## src/rtl/arm_eval_pkg.sv

```systemverilog
package arm_eval_pkg;

  // Gate pair: bit 0 drives S1, bit 1 drives S2
  typedef enum logic [1:0] {
    GATE_BLOCK = 2'b00,
    GATE_S1    = 2'b01,
    GATE_S2    = 2'b10,
    GATE_SHOOT = 2'b11
  } gate_pair_e;

  typedef struct packed {
    logic s1;
    logic s2;
    logic fault;
  } sw_state_t;

  // Resolve conduction from the command and the input-current sign
  function automatic sw_state_t resolve_switch(gate_pair_e g, logic cur_neg);
    sw_state_t r;
    r.fault = 1'b0;
    unique case (g)
      GATE_S1: begin r.s1 = 1'b1; r.s2 = 1'b0; end
      GATE_S2: begin r.s1 = 1'b0; r.s2 = 1'b1; end
      GATE_SHOOT: begin
        r.fault = 1'b1;
        r.s1    = ~cur_neg;
        r.s2    = cur_neg;
      end
      default: begin r.s1 = ~cur_neg; r.s2 = cur_neg; end
    endcase
    return r;
  endfunction

endpackage

```

## src/rtl/sm_switch_cell.sv

```systemverilog
module sm_switch_cell
  import arm_eval_pkg::*;
#(
  parameter int DW = 16
) (
  input  logic [1:0]           gate_pair,
  input  logic signed [DW-1:0] i_in,
  input  logic signed [DW-1:0] vc,
  output logic                 s1,
  output logic                 s2,
  output logic                 fault,
  output logic signed [DW-1:0] vout,
  output logic signed [DW-1:0] icap
);

  sw_state_t st;

  always_comb begin
    st    = resolve_switch(gate_pair_e'(gate_pair), i_in[DW-1]);
    s1    = st.s1;
    s2    = st.s2;
    fault = st.fault;
    vout  = st.s1 ? vc : '0;
    icap  = st.s1 ? i_in : '0;
  end

endmodule

```

## src/rtl/arm_voltage_sum.sv

```systemverilog
module arm_voltage_sum #(
  parameter int N_SM = 4,
  parameter int DW   = 16,
  localparam int SW  = DW + $clog2(N_SM) + 1
) (
  input  logic [N_SM*DW-1:0]   vout_flat,
  input  logic signed [DW-1:0] vdc,
  input  logic                 is_lower,
  output logic signed [SW-1:0] vnode
);

  logic signed [SW-1:0] partial [N_SM+1];

  assign partial[0] = '0;

  for (genvar k = 0; k < N_SM; k++) begin : g_acc
    logic signed [DW-1:0] term;
    assign term         = vout_flat[k*DW +: DW];
    assign partial[k+1] = partial[k] + SW'(term);
  end

  always_comb begin
    if (is_lower) vnode = SW'(vdc) + partial[N_SM];
    else          vnode = SW'(vdc) - partial[N_SM];
  end

endmodule

```

## src/rtl/arm_switch_eval.sv

```systemverilog
module arm_switch_eval #(
  parameter int N_SM = 4,
  parameter int DW   = 16,
  localparam int SW  = DW + $clog2(N_SM) + 1
) (
  input  logic                 clk,
  input  logic                 rst,
  input  logic                 step,
  input  logic                 arm_lower,
  input  logic signed [DW-1:0] i_arm,
  input  logic signed [DW-1:0] vdc,
  input  logic [N_SM*DW-1:0]   vcap,
  input  logic [2*N_SM-1:0]    gate,
  output logic [N_SM-1:0]      s1_q,
  output logic [N_SM-1:0]      s2_q,
  output logic [N_SM-1:0]      fault_q,
  output logic signed [SW-1:0] vnode_q,
  output logic [N_SM*DW-1:0]   icap_q
);

  logic [N_SM-1:0]      s1_c, s2_c, fault_c;
  logic [N_SM*DW-1:0]   vout_c, icap_c;
  logic signed [DW-1:0] cur [N_SM];
  logic signed [SW-1:0] vnode_c;

  // Current entering submodule 0 is the arm current
  assign cur[0] = i_arm;

  for (genvar j = 0; j < N_SM; j++) begin : g_sm
    sm_switch_cell #(.DW(DW)) u_cell (
      .gate_pair (gate[2*j +: 2]),
      .i_in      (cur[j]),
      .vc        (vcap[j*DW +: DW]),
      .s1        (s1_c[j]),
      .s2        (s2_c[j]),
      .fault     (fault_c[j]),
      .vout      (vout_c[j*DW +: DW]),
      .icap      (icap_c[j*DW +: DW])
    );
    // Output current of one stage feeds the next stage
    if (j + 1 < N_SM) begin : g_link
      assign cur[j+1] = (s1_c[j] | s2_c[j]) ? cur[j] : '0;
    end
  end

  arm_voltage_sum #(.N_SM(N_SM), .DW(DW)) u_sum (
    .vout_flat (vout_c),
    .vdc       (vdc),
    .is_lower  (arm_lower),
    .vnode     (vnode_c)
  );

  always_ff @(posedge clk) begin
    if (rst) begin
      s1_q    <= '0;
      s2_q    <= '0;
      fault_q <= '0;
      vnode_q <= '0;
      icap_q  <= '0;
    end else if (step) begin
      s1_q    <= s1_c;
      s2_q    <= s2_c;
      fault_q <= fault_c;
      vnode_q <= vnode_c;
      icap_q  <= icap_c;
    end
  end

endmodule

```

## config.mk

```make
export PLATFORM = sky130hd
export DESIGN_NAME = arm_switch_eval
export DESIGN_NICKNAME = d
export VERILOG_FILES = /design/src/rtl/arm_eval_pkg.sv /design/src/rtl/sm_switch_cell.sv /design/src/rtl/arm_voltage_sum.sv /design/src/rtl/arm_switch_eval.sv
export SDC_FILE = /design/constraint.sdc
export NUM_CORES = 1
export LEC_CHECK = 0
export BUFFER_PORTS_ARGS = -buffer_cell sky130_fd_sc_hd__buf_4
export CORE_MARGIN = 5
export CORE_UTILIZATION = 45
export DETAILED_ROUTE_END_ITERATION = 12
export PLACE_DENSITY = 0.7
export SYNTH_ARGS = -nofsm -noshare
export SYNTH_HDL_FRONTEND = slang
export SYNTH_SLANG_ARGS = --single-unit
```

## constraint.sdc

```tcl
create_clock -name clk -period 14.2 [get_ports clk]
set_clock_uncertainty 0.05 [all_clocks]
set_input_delay 0.71 -clock clk [delete_from_list [all_inputs] [get_ports clk]]
set_output_delay 0.71 -clock clk [all_outputs]
set_load 0.01 [all_outputs]
```

==> impl_metrics.json <==
{
  "synth_edf_count": 0,
  "core_area_um2": 15800,
  "ys_types": 57,
  "pre_cts_ws_ns": 5.61,
  "cap_violations": 0,
  "tightest_slew_ns": 1.21,
  "ys_warn_count": 0,
  "clkSinkCount": 95,
  "dp_hpwl_mm": 14.6,
  "internal_power_mw": 0.875,
  "postCtsResizedCells": 0,
  "vias_per_cell": 4.97,
  "top_layer": "met4",
  "reg2reg_from": "icap_q[20]",
  "synth_cells": 907,
  "fin_cells": 1309,
  "fp.dieH_um": 137,
  "rows": 46,
  "grt_overflow_total": 0,
  "synth-seq-cells": 95,
  "r2r_slack_ns": 13.35,
  "rsz0062_at_grt": "no",
  "cp_max_fo": 18,
  "hold_start": "icap_q[63]",
  "min_to": "icap_q[63]",
  "fin_crit_ns": 8.21,
  "slowest_delay_ns": 0.59,
  "crit_path_start_kind": "input port",
  "antenna_found_initial": 0,
  "tns_ns": 0,
  "cts_hold_buf": 0,
  "cts_buffers": 9,
  "cts_setup_buffers": 0,
  "grt_pass1_wl_mm": 30.7,
  "synth_nets": 1103,
  "drv_slew": 0,
  "first_pass_iters": 4,
  "worst_setup_path_end_kind": "flip-flop",
  "critPathArrivalTime_ns": 8.43,
  "regArea_um2": 1900,
  "first_iter_violations": 318,
  "final_hold_viol_count": 0,
  "nNetsFinal": 1284,
  "synth_commonest_cells": "nor2_1, a21oi_1, dfxtp_1",
  "drc_errors": 0,
  "htreeDepth": 3,
  "crit_required_ns": 14.42,
  "wirelength_met1_mm": 9.07,
  "cts_tree": "built",
  "setup_viol": 0,
  "synthArstFlopShare_pct": 0,
  "clockPowerShare_pct": 16.6,
  "cts_root_buffer": "clkbuf_16",
  "worstHoldPathType": "flip-flop to flip-flop",
  "peakVddDrop_uv": 79.7,
  "area_growth_pct": 28.0,
  "place_inst": 1293,
  "seqPwrFrac_pct": 19.9,
  "drive_above_1_share_pct": 21.4,
  "io_buffers": 202,
  "die_w_um": 137,
  "syn_area_um2": 7250,
  "grt_pass1_vias": 6170,
  "p_comb_share_pct": 63.5,
  "multiInputGateArea_um2": 5000,
  "initial_utilization_pct": 45.8,
  "drtAntennaViolNets": 0,
  "fill_cells": 1476,
  "dieArea_um2": 18800,
  "clkTransAtPathRegs_ns": 0.08,
  "p_switching_mw": 0.678,
  "drt_wl_total_mm": 18.6,
  "num_vias": 6505,
  "fmax_mhz": 122,
  "insertion_delay_ns": 0.34,
  "max-slew-margin-rel_pct": 18.9,
  "synth_most_common_cell": "nor2_1",
  "syn_avg_cell_area_um2": 8.00,
  "synth-main-ff-cell": "dfxtp_1",
  "wl_per_cell_um": 14.2,
  "cts_buffer_depth": 2,
  "dr_wl_met2_mm": 8.10,
  "synth_top_area_cell": "dfxtp_1",
  "whs_path_depth": 2,
  "dr_wl_met3_mm": 1.15,
  "grt_usage_pct": 20.0,
  "setup_slack_ns": 5.99,
  "gp_congestion": 0.833,
  "fin_crit_sh_pct": 57.8,
  "yosys-top-cells-area": "dfxtp_1, ha_1, a21oi_1, nor2_1, fa_1",
  "power_density_nw_per_um2": 167,
  "yosysSeqAreaShare_pct": 26.2,
  "p_leak_nw": 4.43,
  "grt_max_degree": 97,
  "netlist.area_leader.share_pct": 26.2,
  "crit_type": "input port to flip-flop",
  "p_sw_share_pct": 43.7,
  "ff2ff_path_depth": 3,
  "worstReg2RegEnd": "icap_q[20]",
  "status": "completed",
  "slowest_stage": "or4b_4",
  "n_antenna_cell": 0,
  "io_pins": 203
}
[sequential cells by signal, summed over array words and instances (netlist names)]
signal	cells
s2_q	4
fault_q	4
icap_q	64
vnode_q	19
s1_q	4
[cell families after synthesis]
logic type | after synthesis | synth area share, %
adders and majority gates | 88 | 17.1
AOI/OAI and AO/OA | 199 | 16.8
xor gates and xnor gates | 57 | 6.88
muxes | 28 | 3.86
and+or+nand+nor | 341 | 24.0
DFF | 95 | 26.2
buffers and inverters | 99 | 5.12
[layout by cell type, fill, tap and decap left out, drive strengths merged, types with 3 or more instances in the layout]
master and n:
buf 207, nor2 113, a21oi 101, dfxtp 95, ha 69, inv 67
nand2 59, nor2b 52, xnor2 36, o21ai 28, nand3 28, mux2i 28
nand2b 27, and2 26, xor2 21, fa 19, a21o 11, o21a 9
clkbuf 9, a31oi 8, a211oi 6, o211ai 6, and3 6, nor3 6
o31ai 6, o21bai 5, or3 3, nor3b 3, o41ai 3
[cell type report]
class / instances / area share (%)
inverters: 62 / 2.51
clock inverters: 7 / 1.07
well taps: 216 / 2.91
repair buffers: 207 / 16.7
multi-input cells: 713 / 53.8
flip-flops and latches: 95 / 20.5
clock buffers: 9 / 2.43
[layer usage]
metal	vias to the layer above	track usage (%)
li1	3428	-
met1	2888	28.2
met2	169	31.0
met3	20	4.23
met4	0	5.49
met5	-	0
[how the worst max path moves through the flow]
stage	startpoint	endpoint	slack [ns]
6_report	gate[0]	vnode_q[18]	5.99
2_1_floorplan	gate[0]	vnode_q[18]	6.43
5_1_grt	gate[0]	vnode_q[18]	5.12
3_5_place_dp	gate[0]	vnode_q[18]	5.61
4_1_cts	gate[0]	vnode_q[18]	5.95
3_3_place_gp	gate[0]	vnode_q[18]	5.93
[metrics by stage]
stage	hold slack, ns	total power, mW	area [um^2]	util, %
2_1_floorplan	0.440	1.07	7250	-
3_3_place_gp	0.405	1.28	8950	56.6
3_5_place_dp	0.410	1.30	8950	56.6
4_1_cts	0.420	1.56	9280	58.6
5_1_grt	0.445	1.70	9280	58.6
6_report	0.420	1.55	9280	58.6
[critical path: cells and delay by family]
kind            cells  cell delay [ns]
fa+ha+maj           6             1.93
xor+xnor            3             0.49
compound gates     12             2.79
buf+inv             5             0.50
simple gates       10             1.89
mux                 1             0.10
[power groups by stage]
stage / logic (mW) / clock network, mW / registers [mW]
after global routing: 1.11 / 0.273 / 0.313
final: 0.986 / 0.257 / 0.309
after CTS: 0.990 / 0.263 / 0.309
after global placement: 0.968 / 0 / 0.314
after detailed placement: 0.984 / 0 / 0.315
after floorplan: 0.748 / 0 / 0.325
Power figures use the tool's default switching activity.
